File: src/rtl/ed_list_walker.sv
module ed_list_walker #(
  parameter int AW = 32,
  parameter int ALIGN = 4
) (
  input  logic          clk,
  input  logic          rst_n,
  input  logic          start,
  input  logic [AW-1:0] ctrl_head,
  input  logic [AW-1:0] bulk_head,
  output logic          mem_en,
  output logic          mem_we,
  output logic [AW-1:0] mem_addr,
  output logic [AW-1:0] mem_wdata,
  input  logic [AW-1:0] mem_rdata,
  output logic          xfer_req,
  output logic [AW-1:0] xfer_first,
  output logic [AW-1:0] xfer_last,
  input  logic          xfer_done,
  output logic [AW-1:0] done_head,
  output logic          done_evt,
  output logic          idle
);
  localparam logic [AW-1:0] MASK = {{(AW-ALIGN){1'b1}}, {ALIGN{1'b0}}};

  typedef enum logic [3:0] {
    S_IDLE, S_PICK, S_ED_T, S_ED_H, S_ED_N, S_ED_W,
    S_TD_F, S_TD_N, S_TD_L, S_TD_W, S_XFER, S_RET1, S_RET2, S_RET3
  } st_t;

  st_t st;
  logic          turn, sel, found, c_end, b_end;
  logic [AW-1:0] c_cur, b_cur, ed, tail, td, td_next, first, last;
  logic [AW-1:0] rd_m;

  assign rd_m = mem_rdata & MASK;

  wire take_c = !c_end && (!turn || b_end);
  wire take_b = !b_end && !take_c;
  wire [AW-1:0] ch_m = ctrl_head & MASK;
  wire [AW-1:0] bh_m = bulk_head & MASK;

  always_ff @(posedge clk) begin
    if (!rst_n) begin
      st <= S_IDLE;
      turn <= 1'b0; sel <= 1'b0; found <= 1'b0;
      c_end <= 1'b1; b_end <= 1'b1;
      c_cur <= '0; b_cur <= '0; ed <= '0; tail <= '0; td <= '0;
      td_next <= '0; first <= '0; last <= '0;
      done_head <= '0; done_evt <= 1'b0;
    end else begin
      done_evt <= 1'b0;
      case (st)
        S_IDLE: if (start) begin
          c_cur <= ch_m; b_cur <= bh_m;
          c_end <= (ch_m == '0); b_end <= (bh_m == '0);
          turn <= 1'b0; found <= 1'b0;
          st <= S_PICK;
        end
        S_PICK: begin
          if (take_c) begin
            ed <= c_cur; sel <= 1'b0; st <= S_ED_T;
          end else if (take_b) begin
            ed <= b_cur; sel <= 1'b1; st <= S_ED_T;
          end else if (found) begin
            c_cur <= ch_m; b_cur <= bh_m;
            c_end <= (ch_m == '0); b_end <= (bh_m == '0);
            turn <= 1'b0; found <= 1'b0;
          end else begin
            st <= S_IDLE;
          end
        end
        S_ED_T: st <= S_ED_H;
        S_ED_H: begin tail <= rd_m; st <= S_ED_N; end
        S_ED_N: begin td <= rd_m; st <= S_ED_W; end
        S_ED_W: begin
          if (sel) begin b_cur <= rd_m; b_end <= (rd_m == '0); end
          else     begin c_cur <= rd_m; c_end <= (rd_m == '0); end
          turn <= ~sel;
          st <= (td == tail) ? S_PICK : S_TD_F;
        end
        S_TD_F: st <= S_TD_N;
        S_TD_N: begin first <= mem_rdata; st <= S_TD_L; end
        S_TD_L: begin td_next <= rd_m; st <= S_TD_W; end
        S_TD_W: begin last <= mem_rdata; found <= 1'b1; st <= S_XFER; end
        S_XFER: if (xfer_done) st <= S_RET1;
        S_RET1: st <= S_RET2;
        S_RET2: st <= S_RET3;
        S_RET3: begin
          done_head <= td; done_evt <= 1'b1; st <= S_PICK;
        end
        default: st <= S_IDLE;
      endcase
    end
  end

  always_comb begin
    mem_en = 1'b1;
    mem_we = 1'b0;
    mem_addr = '0;
    mem_wdata = '0;
    case (st)
      S_ED_T: mem_addr = ed | 'h4;
      S_ED_H: mem_addr = ed | 'h8;
      S_ED_N: mem_addr = ed | 'hC;
      S_TD_F: mem_addr = td | 'h4;
      S_TD_N: mem_addr = td | 'h8;
      S_TD_L: mem_addr = td | 'hC;
      S_RET1: begin mem_we = 1'b1; mem_addr = ed | 'h8; mem_wdata = td_next; end
      S_RET2: begin mem_we = 1'b1; mem_addr = td | 'h8; mem_wdata = done_head; end
      default: mem_en = 1'b0;
    endcase
  end

  assign xfer_req   = (st == S_XFER);
  assign xfer_first = first;
  assign xfer_last  = last;
  assign idle       = (st == S_IDLE);
endmodule

File: config.mk
export PLATFORM = sky130hd
export DESIGN_NAME = ed_list_walker
export DESIGN_NICKNAME = d
export VERILOG_FILES = /design/src/rtl/ed_list_walker.sv
export SDC_FILE = /design/constraint.sdc
export NUM_CORES = 1
export LEC_CHECK = 0
export ABC_AREA = 0
export BUFFER_PORTS_ARGS = -buffer_cell sky130_fd_sc_hd__buf_2
export CORE_MARGIN = 2
export CORE_UTILIZATION = 47
export CTS_CLUSTER_SIZE = 25
export DETAILED_ROUTE_END_ITERATION = 8
export PLACE_DENSITY_LB_ADDON = 0.1
export SLEW_MARGIN = 20
export SYNTH_ARGS = -nofsm -noshare
export SYNTH_HDL_FRONTEND = slang
export SYNTH_SLANG_ARGS = --single-unit
File: constraint.sdc
create_clock -name clk -period 2.4 [get_ports clk]
set_input_delay 0 -clock clk [delete_from_list [all_inputs] [get_ports clk]]
set_output_delay 0 -clock clk [all_outputs]
set_load 0.005 [all_outputs]
==> Word level (Yosys, flattened, before mapping) <==
Index checks and enable logic that the tools add are counted.
{ "classes": {"n_mux": 48, "n_div": 0, "reduce_logical": 24, "n_shift": 0, "n_eq_ne": 22, "n_lt_le_gt_ge": 0, "n_bitwise": 1, "n_mul": 0, "n_addsub": 0} }
{ "op_table": {"columns": ["cell", "n"], "rows": [
  ["$mux 32", 12],
  ["$pmux 32 s3", 2],
  ["$pmux 32 s6", 1],
  ["$logic_not 32->1", 3],
  ["$pmux 32 s2", 1],
  ["$pmux 4 s14", 1],
  ["$eq 28x28->1", 1],
  ["$eq 4x4->1 const B", 6],
  ["$mux 1", 21],
  ["$mux 4", 5],
  ["$eq 4x3->1 const B", 4],
  ["$ne 2x2->1 const B", 6],
  ["$pmux 1 s3", 4],
  ["$reduce_and 6->1", 2],
  ["$eq 4x2->1 const B", 2],
  ["$reduce_or 8->1", 1],
  ["$reduce_bool 3->1", 2],
  ["$reduce_or 2->1", 3],
  ["$reduce_and 5->1", 1],
  ["$eq 4x1->1 const B", 1],
  ["$logic_not 1->1", 4],
  ["$logic_not 4->1", 1],
  ["$ne 4x4->1 const B", 1],
  ["$reduce_and 4->1", 1],
  ["other kinds (8)", 9]
]} }
{ "totals": {"word_cells": 111, "latchBits": 0, "rom_bits": 0, "memories": 0, "ramBits": 0, "reg_bits": 282, "input_bits": 100, "out_inout_bits": 165} }

==> Longest topological paths before layout <==
{ "logic_depth": {"depth_word": 8, "ltp_mapped": 9, "depth_no_buf": 5} }

==> Worst setup path after synthesis <==
OpenSTA, ideal clock, no wires.
{ "synth_path": {"kind": "register to register", "start": "register st[3]", "end": "register c_cur[12]", "path_stages_with_launch": 9, "slack_ps": 727, "n_path_buf": 4, "t_arrival_ps": 1557, "setup_time_ps": 116, "path_cell_list": "dfxtp_1 buf_2 nor4_2 a311oi_2 and3_1 buf_2 buf_6 buf_6 o211a_1"} }
{ "synth_between": {"elab_chain_cells": 3, "word_cells_on_any_way": 11, "classes_between": "eq/ne (7); mux (1); reduce/logical (3)"} }
{ "synth_lines": {"columns": ["element", "line", "rtl"], "rows": [
  ["from (decl)", "30", "st_t st;"],
  ["from (signal assigned)", "79", "st <= (td == tail) ? S_PICK : S_TD_F;"],
  ["$eq 4x3->1 (tied with other cells)", "52", "case (st)"],
  ["$ne 2x2->1 (no source line) or $reduce_bool 3->1 (tied branches)", null, null],
  ["$reduce_and 6->1 (no source line)", null, null],
  ["to (signal assigned)", "54", "c_cur <= ch_m; b_cur <= bh_m;"],
  ["to (signal assigned)", "65", "c_cur <= ch_m; b_cur <= bh_m;"],
  ["to (signal assigned)", "77", "else begin c_cur <= rd_m; c_end <= (rd_m == '0); end"],
  ["to (decl)", "32", "logic [AW-1:0] c_cur, b_cur, ed, tail, td, td_next, first, last;"]
]} }
Several ways; a longest one is shown, not always the timed one.
A chain may end at the register's enable or synchronous reset.

==> Worst setup path in the final report <==
{ "layout_path": {"start": "register st[1]", "end": "output mem_addr[4]"} }
{ "layout_between": {"elab_chain_cells": 3, "word_cells_on_any_way": 11, "classes_between": "eq/ne (8); mux (1); reduce/logical (2)"} }
{ "layout_lines": {"columns": ["element", "line", "rtl"], "rows": [
  ["$eq 4x4->1 (tied with other cells)", "101", "case (st)"],
  ["$reduce_or 2->1 (no source line)", null, null],
  ["$pmux 32 s6 (*)", "101", null],
  ["to (decl)", "12", "output logic [AW-1:0] mem_addr,"]
]} }
Mark *: on every way between the ends. The rest lies on a longest branch, timed or not.

==> metrics <==
status finished, final reports clean; Distinct cells, synth 43; Initial Util 47.9%; multi-input logic area 0.00615 mm²; R2R Path Start st[0]; critical-path maximum fanout 28; Residual DRC 0; Reg2Reg Setup Slack 0.33 ns; max-slew violations 0; Mapped Area 0.0121 mm²; CTS tree done; initial antenna violation count 0; Tmin final 2.23 ns; Placed Cells 1921; CTS Buf Count 29; WP data arrival 2.23 ns; CTS Root Cell clkbuf_16; EDFF count, synth 0; number of fill cells in the layout 2167; R2R cell count 6; worst hold path cell count 6; clk_lat worst skew 0.55 ns; Max-Slew Margin vs Limit 55.9%; Synth top cells by count nand2_1, dfxtp_1, a21boi_0, o211a_1, clkbuf_1; Reg area 0.00541 mm²; post-synthesis register bit count 270; Detail Route Antenna Nets 0; first-pass GRT wire length 60900 µm; H-tree depth 1; Setup TNS 0 ns; Hold Path Origin xfer_done; crit path kind reg -> out; Max Cap Viol 0; Post-Place Cell Area 0.0136 mm²; vias in the first global route 10700; hold endpoint st[0]; actual slew at the worst max-slew pin 0.661 ns; Total GRT Usage 29.4%; RSZ-0062 raised after global routing no; LEAKAGE 7.04 nW; io pins 265; post-route setup slack 0.175 ns; most frequent cell after synthesis nand2_1; largest net degree at the start of global routing 88; Comb power frac 30.0%; Core ar. 0.0252 mm²; Int Power 9.76 mW; Final Hold Vio Count 0; final wirelength 41100 µm; YS warnings 0; Vias 11300; GRT overflow 0; Peak VDD IR 0.000646 V; initial DRC count 983; Clock Sinks 270; top post-synthesis cells by area dfxtp_1, nand2_1, a21boi_0, o211a_1, a22o_1; area delta synth->final 28.3%; prevailing post-synth register cell dfxtp_1; worst hold slack 0.0624 ns; IO buf count 246; Sw Ratio 33.8%; final instance area 0.0155 mm²; worst slack at placement 0.307 ns; num rows 58; layout cells sized above 1 20.4%; fmax 0.449 GHz; routed length per instance 19.9 µm; pwr dens 953 mW/mm²; Avg Cell Area, Syn 8.52 µm²; dpl hpwl 26400 µm; clock buffer depth 3; endpoints failing setup 0; Die Span Y 164 µm; final period utilization 92.7%; Post-synth ARST share 0%; Net Sw Power 4.98 mW; Seq/Total Area, Yosys 44.9%; CTS clock-pin slew for the worst setup and hold paths 0.06 ns; Placer Congestion 0.900; DR vias/cell 5.47; top-area cell type share of the netlist area 44.9%; Post-Synthesis Cells 1414; CP required 2.40 ns; DIE AREA 0.0269 mm²; min-delay worst type in -> reg; die width 164 µm; crit end category output pin; Clk pwr share 29.6%; CP Launch Type flop; drt pass-1 iters 6; worst flop-to-flop path endpoint c_cur[25]; fin cells 2064; nets 1814; Flop pwr share 40.4%; leading area contributor after synthesis dfxtp_1; Setup Skew 0.0142 ns
layer usage:
layer / share of wire, % / track usage (%) / up-vias
met4: 3.7 / 10.5 / 0
li1: - / - / 5455
met5: 0 / 0 / -
met1: 42 / 38.0 / 5295
met3: 7.1 / 4.80 / 103
met2: 47 / 49.7 / 428
cells by family (layout without fill, tap and decap cells):
group	Yosys count	in the layout	synth area share, %
flip-flops	270	270	44.9
multiplexers	29	29	2.41
AND/OR/NAND/NOR	564	565	19.8
buffers and inverters	122	431	4.94
AO/OA/AOI/OAI	399	399	25.9
other	1	11	0.0311
XOR/XNOR	29	29	2.11
flip-flops by register name, summed over array words and instances (netlist names):
signal and count:
xfer_first 32, xfer_last 32, b_cur 28, c_cur 28
done_head 28, ed 28, tail 28, td 28
td_next 28, st 4, b_end 1, c_end 1
done_evt 1, found 1, sel 1, turn 1
worst max-delay path by stage:
stage	from	endpoint	depth (start not counted)
finish	st[1]	mem_addr[4]	7
global route	st[2]	mem_addr[4]	6
CTS	st[3]	mem_wdata[29]	4
detailed placement	st[3]	mem_wdata[29]	4
global placement	st[3]	c_end	6
floorplan	st[3]	c_cur[12]	8
power by group through the flow:
stage | clock (mW) | combinational, mW | sequential, mW
after global routing | 4.58 | 4.80 | 6.05
final | 4.36 | 4.42 | 5.96
after floorplan | 0 | 3.04 | 5.79
after global placement | 0 | 4.14 | 6.02
after CTS | 4.40 | 4.35 | 5.95
after detailed placement | 0 | 4.20 | 6.05
critical path: stages (launching register included):
cell	delay, ns
dfxtp_2	0.40
buf_4	0.20
nor2b_2	0.23
a21oi_1	0.07
nor2_2	0.15
buf_8	0.23
a22o_1	0.24
buf_2	0.15
metrics by stage:
stage	power, mW	util, %
after detailed placement	10.2	54.0
after CTS	14.7	61.2
after global routing	15.4	61.4
final	14.7	61.4
after floorplan	8.84	-
after global placement	10.2	54.0
layout make-up:
class / count / share of cell area (%)
antenna: 1 / 0.0162
clock buffer: 43 / 5.36
multi-input combinational: 1032 / 39.8
inverter: 2 / 0.0486
clock inverter: 7 / 0.550
sequential: 270 / 35.0
tap: 330 / 2.67
timing repair buffer: 379 / 16.6
cell usage in the layout (no fill, tap or decap), drive strengths merged, types with 2 or more instances in the layout:
| master | Yosys | layout |
|---|---|---|
| nand2 | 453 | 453 |
| buf | 57 | 289 |
| dfxtp | 270 | 270 |
| a21boi | 177 | 177 |
| dlygate4sd3 | 0 | 90 |
| o211a | 86 | 86 |
| a21oi | 61 | 61 |
| a22o | 56 | 56 |
| clkbuf | 63 | 43 |
| and2 | 30 | 30 |
| mux2i | 29 | 29 |
| nor4 | 27 | 27 |
| xor2 | 17 | 17 |
| nor2 | 16 | 17 |
| xnor2 | 12 | 12 |
| nand4 | 11 | 11 |
| conb | 1 | 10 |
| o21ai | 8 | 8 |
| nor2b | 7 | 7 |
| nand3 | 6 | 6 |
| clkinv | 0 | 5 |
| nand2b | 4 | 4 |
| nor3 | 4 | 4 |
| o211ai | 3 | 3 |
| inv | 2 | 2 |
| o31ai | 2 | 2 |
| nor3b | 2 | 2 |
| bufinv | 0 | 2 |
timing repair:
item,in CTS,in global routing
buffers inserted,0,1
hold buffers,90,0
gates resized for setup,3,5
setup endpoints to repair,41,43
hold endpoints to repair,224,0
pin swaps,0,1
cloned,0,1
Power figures use the tool's default switching activity.
